## src/rtl/pwrdn_pkg.sv

```systemverilog
package pwrdn_pkg;

   typedef enum logic [1:0] {
      PM_RUN    = 2'b00,
      PM_SLEEP  = 2'b01,
      PM_STBY   = 2'b10,
      PM_SETTLE = 2'b11
   } pm_state_e;

   // control word: bit4 bus_keep, bits3:1 wait_sel, bit0 stby_en
   typedef struct packed {
      logic       bus_keep;
      logic [2:0] wait_sel;
      logic       stby_en;
   } pm_ctl_t;

   localparam int CTL_W   = $bits(pm_ctl_t);
   localparam int NCODES  = 8;
   localparam int NLINEAR = 6;

endpackage

```

## src/rtl/pwrdn_ctl_reg.sv

```systemverilog
module pwrdn_ctl_reg
   import pwrdn_pkg::*;
(
   input  logic             clk,
   input  logic             rst_n,
   input  logic             wr_en,
   input  logic [CTL_W-1:0] wr_data,
   output pm_ctl_t          ctl
);

   always_ff @(posedge clk or negedge rst_n) begin
      if (!rst_n)
         ctl <= '0;
      else if (wr_en)
         ctl <= pm_ctl_t'(wr_data);
   end

   // the word changes only through a write
   a_r10_ctl_holds: assert property (@(posedge clk) disable iff (!rst_n)
      !wr_en |=> $stable(ctl));

   // a write lands on the next cycle
   a_r2_write_lands: assert property (@(posedge clk) disable iff (!rst_n)
      wr_en |=> (ctl == pm_ctl_t'($past(wr_data))));

endmodule

```

## src/rtl/pwrdn_wait_sel.sv

```systemverilog
module pwrdn_wait_sel
   import pwrdn_pkg::*;
#(
   parameter int BASE_LOG2 = 13,
   parameter int CNT_W     = BASE_LOG2 + 5
)(
   input  logic [2:0]       sel,
   output logic [CNT_W-1:0] load_val,
   output logic             sel_err
);

   localparam int LONG_EXP = BASE_LOG2 + NLINEAR - 1;

   if (BASE_LOG2 < 3) begin : g_bad_base
      $error("pwrdn_wait_sel: BASE_LOG2 must be at least 3");
   end
   if (CNT_W < LONG_EXP) begin : g_bad_width
      $error("pwrdn_wait_sel: CNT_W too small for the longest wait");
   end

   logic [CNT_W-1:0] tbl [NCODES];

   for (genvar i = 0; i < NCODES; i++) begin : g_code
      localparam int EXP = (i < NLINEAR) ? (BASE_LOG2 + i) :
                           (i == NLINEAR) ? (BASE_LOG2 - 3) : LONG_EXP;
      // counter is loaded with N-1 so the wait lasts N cycles
      assign tbl[i] = CNT_W'((64'd1 << EXP) - 64'd1);
   end

   always_comb begin
      load_val = tbl[sel];
      sel_err  = (sel == 3'(NCODES - 1));
   end

   // the reserved code must fall back to the longest wait
   always_comb begin
      if (sel == 3'b111)
         a_r8_fallback: assert (load_val == CNT_W'((64'd1 << LONG_EXP) - 64'd1));
   end

endmodule

```

## src/rtl/pwrdn_settle_cnt.sv

```systemverilog
module pwrdn_settle_cnt #(
   parameter int CNT_W = 18
)(
   input  logic             clk,
   input  logic             rst_n,
   input  logic             load,
   input  logic [CNT_W-1:0] load_val,
   input  logic             run,
   output logic             done
);

   if (CNT_W < 2) begin : g_bad_w
      $error("pwrdn_settle_cnt: CNT_W must be at least 2");
   end

   logic [CNT_W-1:0] cnt;

   always_ff @(posedge clk or negedge rst_n) begin
      if (!rst_n)
         cnt <= '0;
      else if (load)
         cnt <= load_val;
      else if (run && (cnt != '0))
         cnt <= cnt - 1'b1;
   end

   assign done = (cnt == '0);

   // one step per cycle while settling
   a_r6_count_down: assert property (@(posedge clk) disable iff (!rst_n)
      (run && !load && !done) |=> (cnt == $past(cnt) - 1'b1));

   // the count never wraps
   a_r6_no_wrap: assert property (@(posedge clk) disable iff (!rst_n)
      (run && !load && done) |=> done);

endmodule

```

## src/rtl/pwrdn_ctrl.sv

```systemverilog
module pwrdn_ctrl
   import pwrdn_pkg::*;
#(
   parameter int BASE_LOG2 = 13,
   parameter int CNT_W     = BASE_LOG2 + 5
)(
   input  logic             clk,
   input  logic             rst_n,
   input  logic             reg_wr_en,
   input  logic [CTL_W-1:0] reg_wdata,
   output logic [CTL_W-1:0] reg_rdata,
   input  logic             sleep_req,
   input  logic             irq_pend,
   input  logic             ext_irq,
   output logic             cpu_clk_en,
   output logic             per_clk_en,
   output logic             bus_float,
   output logic             bus_park,
   output logic [1:0]       mode,
   output logic             sel_err
);

   pm_ctl_t          ctl;
   pm_state_e        state, state_nx;
   logic [CNT_W-1:0] load_val;
   logic             settle_load, settle_done, halted;

   pwrdn_ctl_reg u_reg (
      .clk     (clk),
      .rst_n   (rst_n),
      .wr_en   (reg_wr_en),
      .wr_data (reg_wdata),
      .ctl     (ctl)
   );

   pwrdn_wait_sel #(.BASE_LOG2(BASE_LOG2), .CNT_W(CNT_W)) u_sel (
      .sel      (ctl.wait_sel),
      .load_val (load_val),
      .sel_err  (sel_err)
   );

   assign settle_load = (state == PM_STBY) && ext_irq;

   pwrdn_settle_cnt #(.CNT_W(CNT_W)) u_cnt (
      .clk      (clk),
      .rst_n    (rst_n),
      .load     (settle_load),
      .load_val (load_val),
      .run      (state == PM_SETTLE),
      .done     (settle_done)
   );

   always_comb begin
      state_nx = state;
      unique case (state)
         PM_RUN:    if (sleep_req) state_nx = ctl.stby_en ? PM_STBY : PM_SLEEP;
         PM_SLEEP:  if (irq_pend || ext_irq) state_nx = PM_RUN;
         PM_STBY:   if (ext_irq) state_nx = PM_SETTLE;
         PM_SETTLE: if (settle_done) state_nx = PM_RUN;
         default:   state_nx = PM_RUN;
      endcase
   end

   always_ff @(posedge clk or negedge rst_n) begin
      if (!rst_n) state <= PM_RUN;
      else        state <= state_nx;
   end

   assign halted     = (state == PM_STBY) || (state == PM_SETTLE);
   assign cpu_clk_en = (state == PM_RUN);
   assign per_clk_en = (state == PM_RUN) || (state == PM_SLEEP);
   assign bus_float  = halted && !ctl.bus_keep;
   assign bus_park   = halted && ctl.bus_keep;
   assign mode       = state;
   assign reg_rdata  = ctl;

   a_r3_enter_sleep: assert property (@(posedge clk) disable iff (!rst_n)
      (state == PM_RUN && sleep_req && !ctl.stby_en) |=> (mode == 2'b01));

   a_r5_enter_stby: assert property (@(posedge clk) disable iff (!rst_n)
      (state == PM_RUN && sleep_req && ctl.stby_en) |=> (mode == 2'b10));

   a_r4_sleep_wake: assert property (@(posedge clk) disable iff (!rst_n)
      (state == PM_SLEEP && (irq_pend || ext_irq)) |=> cpu_clk_en);

   a_r5_stby_holds: assert property (@(posedge clk) disable iff (!rst_n)
      (state == PM_STBY && !ext_irq) |=> (mode == 2'b10));

   a_r6_settle_exit: assert property (@(posedge clk) disable iff (!rst_n)
      (state == PM_SETTLE && settle_done) |=> (cpu_clk_en && per_clk_en));

   a_r6_clocks_off: assert property (@(posedge clk) disable iff (!rst_n)
      (state == PM_SETTLE && !settle_done) |=> !per_clk_en);

   a_r11_req_ignored: assert property (@(posedge clk) disable iff (!rst_n)
      (state == PM_SLEEP && !irq_pend && !ext_irq) |=> (mode == 2'b01));

   a_r9_bus_exclusive: assert property (@(posedge clk) disable iff (!rst_n)
      !(bus_float && bus_park));

endmodule

```

## config.mk

```make
export PLATFORM = sky130hd
export DESIGN_NAME = pwrdn_ctrl
export DESIGN_NICKNAME = d
export VERILOG_FILES = /design/src/rtl/pwrdn_pkg.sv /design/src/rtl/pwrdn_ctl_reg.sv /design/src/rtl/pwrdn_wait_sel.sv /design/src/rtl/pwrdn_settle_cnt.sv /design/src/rtl/pwrdn_ctrl.sv
export SDC_FILE = /design/constraint.sdc
export NUM_CORES = 1
export LEC_CHECK = 0
export ABC_AREA = 0
export BUFFER_PORTS_ARGS = -buffer_cell sky130_fd_sc_hd__buf_4
export CAP_MARGIN = 20
export CORE_MARGIN = 2
export CORE_UTILIZATION = 45
export CTS_BUF_LIST = sky130_fd_sc_hd__clkbuf_16
export DETAILED_ROUTE_END_ITERATION = 10
export PLACE_DENSITY = 0.66
export SLEW_MARGIN = 25
export SYNTH_ARGS = -nofsm -noshare
export SYNTH_HDL_FRONTEND = slang
export SYNTH_HIERARCHICAL = 1
export SYNTH_SLANG_ARGS = --single-unit
```

## constraint.sdc

```tcl
create_clock -name clk -period 6.25 [get_ports clk]
set_input_delay 0.3125 -clock clk [delete_from_list [all_inputs] [get_ports clk]]
set_output_delay 0.3125 -clock clk [all_outputs]
set_load 0.1 [all_outputs]
```

* Yosys cells after proc, flatten, opt, wreduce, memory -nomap -nowiden
Memory sizes are Yosys's and may differ from the RTL's.
Index checks and enable logic that the tools add are counted.
** Storage, ports and cells
- Memory bits (read-only) :: 144
- Word-level logic and storage cells :: 40
- Bits of input ports :: 11
- Output and inout bits :: 12
- Memories kept :: 1
- Bits in registers :: 25
** Operators by class
- Mux-type cells :: 10
- Bitwise gates (word level) :: 1
- Reduce and logical (&&, ||, !) cells :: 13
- Equal/unequal tests :: 8
- Add/subtract/negate cells :: 1
- Order comparisons :: 1
** Memories
- (name not given) :: depth 8, width 18, rd ports 1, clocked after memory_dff 0, wr ports 0, RTL line pwrdn_wait_sel.sv:31 : load_val = tbl[sel];
** Operators with widths (number)
- $mux 18 :: 4
- $logic_not 18->1 :: 1
- $reduce_bool 18->1 :: 1
- $sub 18x1->18 const B :: 1
- $mux 2 :: 5
- $ne 2x2->1 const B :: 4
- $pmux 2 s4 :: 1
- $eq 2x2->1 const B :: 2
- $ge 4x4->1 const B :: 1
- $logic_and 1x1->1 :: 4
- $not 3->4 :: 1
- $reduce_and 4->1 :: 1
- $eq 3x3->1 const B :: 1
- $logic_or 1x1->1 :: 3
- $eq 2x1->1 const B :: 1
- $logic_not 2->1 :: 1
- $reduce_bool 2->1 :: 1
- $logic_not 1->1 :: 1

* Longest topological paths before layout
- Depth after elaboration :: 5
- Gate-level depth with buffers :: 8
- Depth with buffers taken out :: 6

* Modules after synthesis
The synthesis kept the hierarchy.
** Modules (own cells, without submodules)
- pwrdn_settle_cnt :: cells an instance 143, times used 1, seq. area each 450.4 um2, area an instance 1217.4 um2
- pwrdn_ctl_reg :: cells an instance 10, times used 1, seq. area each 125.1 um2, area an instance 181.4 um2
- pwrdn_wait_sel :: cells an instance 23, times used 1, seq. area each 0.0 um2, area an instance 167.7 um2
- pwrdn_ctrl :: cells an instance 17, times used 1, seq. area each 50.0 um2, area an instance 140.1 um2

* Worst setup path before layout
OpenSTA, ideal clock, no wires.
- Path kind :: reg-to-output
- From :: register state[1] (netlist: mode[1])
- To :: output bus_float
- Setup slack :: 3265 ps
- Cell stages (with the launch flop) :: 4
- Buffers on the path :: 1
- Arrival :: 2672 ps
- Cell sequence :: dfrtp_1 buf_6 inv_2 nor2_1
** On the way
- Cells in the longest elaborated chain, start to end :: 3
** RTL lines
- from (decl) :: RTL line pwrdn_ctrl.sv:24 : pm_state_e state, state_nx;
- from (signal assigned) :: RTL line pwrdn_ctrl.sv:66 : else state <= state_nx;
- $eq 2x2->1 :: RTL line pwrdn_ctrl.sv:69 : assign halted = (state == PM_STBY) || (state == PM_SETTLE);
- $logic_or 1x1->1 * :: RTL line pwrdn_ctrl.sv:69
- $logic_and 1x1->1 * :: RTL line pwrdn_ctrl.sv:72 : assign bus_float = halted && !ctl.bus_keep;
- to (decl) :: RTL line pwrdn_ctrl.sv:17 : output logic bus_float,
Every way passes the cells marked *; elsewhere a longest branch is shown, timed or not.

* Worst setup path in the final report
- From :: register state[1] (netlist: mode[1])
- To :: register u_cnt.cnt[10]
** On the way
- Cells in the longest elaborated chain, start to end :: 3
** RTL lines
- $eq 2x2->1 (on tied branches) :: RTL line pwrdn_ctrl.sv:42, pwrdn_ctrl.sv:49
- $logic_and 1x1->1 (on tied branches) :: RTL line pwrdn_ctrl.sv:42, pwrdn_settle_cnt.sv:23
- $mux 18 / $reduce_bool 2->1 (equally long branches)
- to (signal assigned) :: RTL line pwrdn_settle_cnt.sv:22 : cnt <= load_val;
- to (signal assigned) :: RTL line pwrdn_settle_cnt.sv:24 : cnt <= cnt - 1'b1;
- to (decl) :: RTL line pwrdn_settle_cnt.sv:16 : logic [CNT_W-1:0] cnt;
Several ways; a longest one is shown, not always the timed one.
A chain may end at the register's enable or synchronous reset.

==> run summary <==
The flow ran to the end, and the final reports show no timing, DRC or antenna violations. The total routing usage reported by global routing was 0.201. Setup violations remaining at the end of the flow were counted as 0. The count of state elements after synthesis is 25, and the clock sink count is 25.

The clock passes through at most 2 buffers. After legalization and detailed placement, the total HPWL measured 2.65 mm. After detailed routing, the number of remaining DRC violations is 0. The worst setup margin came out at 3.96 ns. In this run the critical register-to-register path is launched from mode[1]. At the worst endpoint, the arrival time is 2.47 ns. Ranked by instance count, the synthesized netlist is headed by dfrtp_1, nor2_1, nand2_1, buf_4. The Yosys step of the flow raised 6 warnings. The count of unique library cells instantiated by Yosys is 54, and the async set or reset register ratio after synthesis is 1.00. The later-pin clock latency in the skew report is 0.26 ns, and the final core utilization is 0.530. Timing analysis after detailed placement gives a worst setup slack of 4.02 ns. After detailed routing, the average wire length per cell comes to 14.6 microns. The kind of critical path was flop to flop. With fillers left out, the area of the finished cells amounts to 0.00194 sq mm. For the number of hold violations in the final report, the log shows 0. For the largest vdd supply drop, the log shows 0.000152 V.

The tools report the hold path startpoint as reg_wdata[3]. Number of cells produced by synthesis: 193. The tools report the critical path endpoint category as a flop. The count of input and output buffers works out to 22. In this run the power density over the cells is 295 mW/mm^2.

The floorplan step defined a die boundary enclosing 0.00430 sq mm. The number of max-cap violations was 0; the leakage power was 0.748 nW. Die width: 65.6 microns. The tools report the global-route wire length before repair as 6.71 mm. For the starting DRC count in detailed routing, the log shows 115. The share of final-layout standard cells stronger than drive strength 1 was 0.209.

For the total wire length after detailed routing, the log shows 3.77 mm. The synthesized area per cell works out to 8.84 sq um. The die is 65.6 microns tall. The tools report the H-tree depth as 1. The tools report the post-route clock skew as 0.000692 ns. The worst path in the final design needs a cycle of 2.29 ns, including I/O delays and setup. TritonCTS built the clock tree. Once detail routing completed, the nets flagged for antenna violations numbered 0. After detailed routing, the number of vias per cell comes to 5.92.

The final count of pins violating max slew is 0. The post-CTS setup repair buffer count was 0; the placer's final routability congestion estimate was 0.877. The antenna diode instance count is 0. After detailed routing, the met3 layer carries 191 microns of wire.

The library cell with the largest summed area after synthesis was dfrtp_1. For the number of antenna violations at the first check in global routing, the log shows 0. In the final layout, flip-flops and latches occupy 626 sq um.

The most common flop cell mapped by yosys was dfrtp_1. After filler insertion, the fill cell instance count of the layout stands at 322. In this run the worst path has a maximum fanout of 13. The number of enable flip-flop cells after synthesis is 0. In this run the core area contains 22 standard-cell rows.

The tools report the required arrival time at the worst endpoint as 6.43 ns. The tools report the top-level I/O count as 23. At the pin with the least slew margin, the transition time is 0.710 ns. The placed cell area is 0.00185 sq mm.

The count of TritonRoute iterations in the first routing pass was 4; the largest net degree at the start of global routing was 34. The area share of the largest cell type after synthesis works out to 0.367. After floorplanning, the core was sized to cover 0.00366 sq mm. After routing, the total negative slack on setup checks comes to 0 ns. By area the synthesized netlist is led by dfrtp_1, buf_4, nor2_1, nand2_1, or4_1. Effective utilization at floorplan: 0.466. The tightest min-delay check is of the primary input to flop type. The most common cell in the synthesized netlist is dfrtp_1.

For this run, the top clock speed supported by timing is 0.438 GHz. The root buffer cell was clkbuf_16. The worst setup path is launched from a flop. The portion of the clock cycle consumed by the worst path in the final layout was 0.366; the worst max-slew margin expressed relative to the limit was 0.522.

Setup repair after global routing left no endpoint under its margin. For the leftover overflow at the end of global routing, the log shows 0. Counting the buffers created by CTS gives 3. Clock-pin slew was measured on the worst setup and hold paths at 0.07 ns. The detailed router used layers up to and including met4. Number of global-route vias before repair: 1451.

The sequential cell area fraction in the yosys report is 0.367. The area growth from synthesis to layout came out at 13.8%. The run gives 1.72 mm as the wire length on met2. The critical path starts at mode[1]. In the final routing, the length of wire on met1 measures 1.80 mm.

Summing every instance area after synthesis gives 0.00171 sq mm. The logs give 972 sq um for the area taken by multi-input logic gates and 1532 for the vias after detailed routing. The net count of the finished layout is 224, and the number of instances resized during post-cts repair is 0.
## power by group
group          internal [W]  total [W]  switching, W
clock network     0.0000871   0.000149     0.0000615
registers          0.000198   0.000249     0.0000509
logic             0.0000699   0.000176      0.000106
## metrics by stage
step	power, W	cells	hold slack, ns
4_1_cts	0.000574	259	0.273
5_1_grt	0.000609	259	0.275
3_3_place_gp	0.000418	254	0.234
2_1_floorplan	0.000380	202	0.0169
3_5_place_dp	0.000424	254	0.239
6_report	0.000574	259	0.276
## metal layers
metal,GRT usage,up-vias
met1,0.274,725
met4,0.0625,0
met3,0.0411,5
li1,-,753
met5,0,-
met2,0.319,49
## path summary, 6_finish.rpt
path                       cells after the start  slack (ns)            end
setup / recovery                               5        3.96  u_cnt/cnt[10]
hold / removal                                 2        0.28   u_reg/ctl[3]
setup reg to reg                               5        3.96  u_cnt/cnt[10]
hold reg to reg                                1        0.57   u_reg/ctl[4]
max in group asynchronous                      2        5.52   u_cnt/cnt[0]
min in group asynchronous                      2        0.48        mode[1]
## critical path, stage by stage, from the launching register on
cell       delay (ns)
dfrtp_1          0.51
and2_2           0.35
nand4bb_1        0.31
or4_1            0.50
or4_1            0.42
o211ai_1         0.11
## state kept, by name (all words and copies together) (netlist names)
name / cells
mode: 2
u_cnt/cnt: 18
u_reg/ctl: 5
## placed cells by master (no fill, tap or decap), types with 2 or more instances in the layout
| cell type | instances |
|---|---|
| dfrtp_1 | 25 |
| buf_4 | 23 |
| nor2_1 | 17 |
| nand2_1 | 16 |
| conb_1 | 10 |
| a21oi_1 | 8 |
| or4_1 | 8 |
| nand3_1 | 8 |
| o21ai_0 | 7 |
| nor3_1 | 6 |
| mux2_2 | 5 |
| or3_1 | 4 |
| nand4_1 | 4 |
| nor4_1 | 4 |
| a2bb2oi_1 | 4 |
| o311ai_0 | 4 |
| o211ai_1 | 4 |
| nand2b_1 | 3 |
| clkbuf_16 | 3 |
| inv_1 | 3 |
| and4b_1 | 3 |
| and2_1 | 3 |
| a31oi_1 | 3 |
| and2_2 | 2 |
| nor3b_1 | 2 |
| o41ai_1 | 2 |
| a311o_1 | 2 |
## logic make-up after synthesis
logic type      Yosys count  synth area share
buf+inv                  24            0.0836
mux                       6            0.0418
fa+ha+maj                 1           0.00733
flops                    25             0.367
other cells               1           0.00220
compound gates           45             0.188
simple gates             91             0.310
## layout make-up
class | count | share of cell area
Multi-Input combinational cell | 153 | 0.501
Sequential cell | 25 | 0.322
Timing Repair Buffer | 24 | 0.0941
Clock buffer | 3 | 0.0387
Tap cell | 48 | 0.0309
Inverter | 5 | 0.00966
Clock inverter | 1 | 0.00387
## what timing repair did
item / 4_1_cts / 5_1_grt
setup endpoints to repair: 0 / 0
hold buffers: 1 / 0
hold endpoints to repair: 25 / 0
Power figures use the tool's default switching activity.
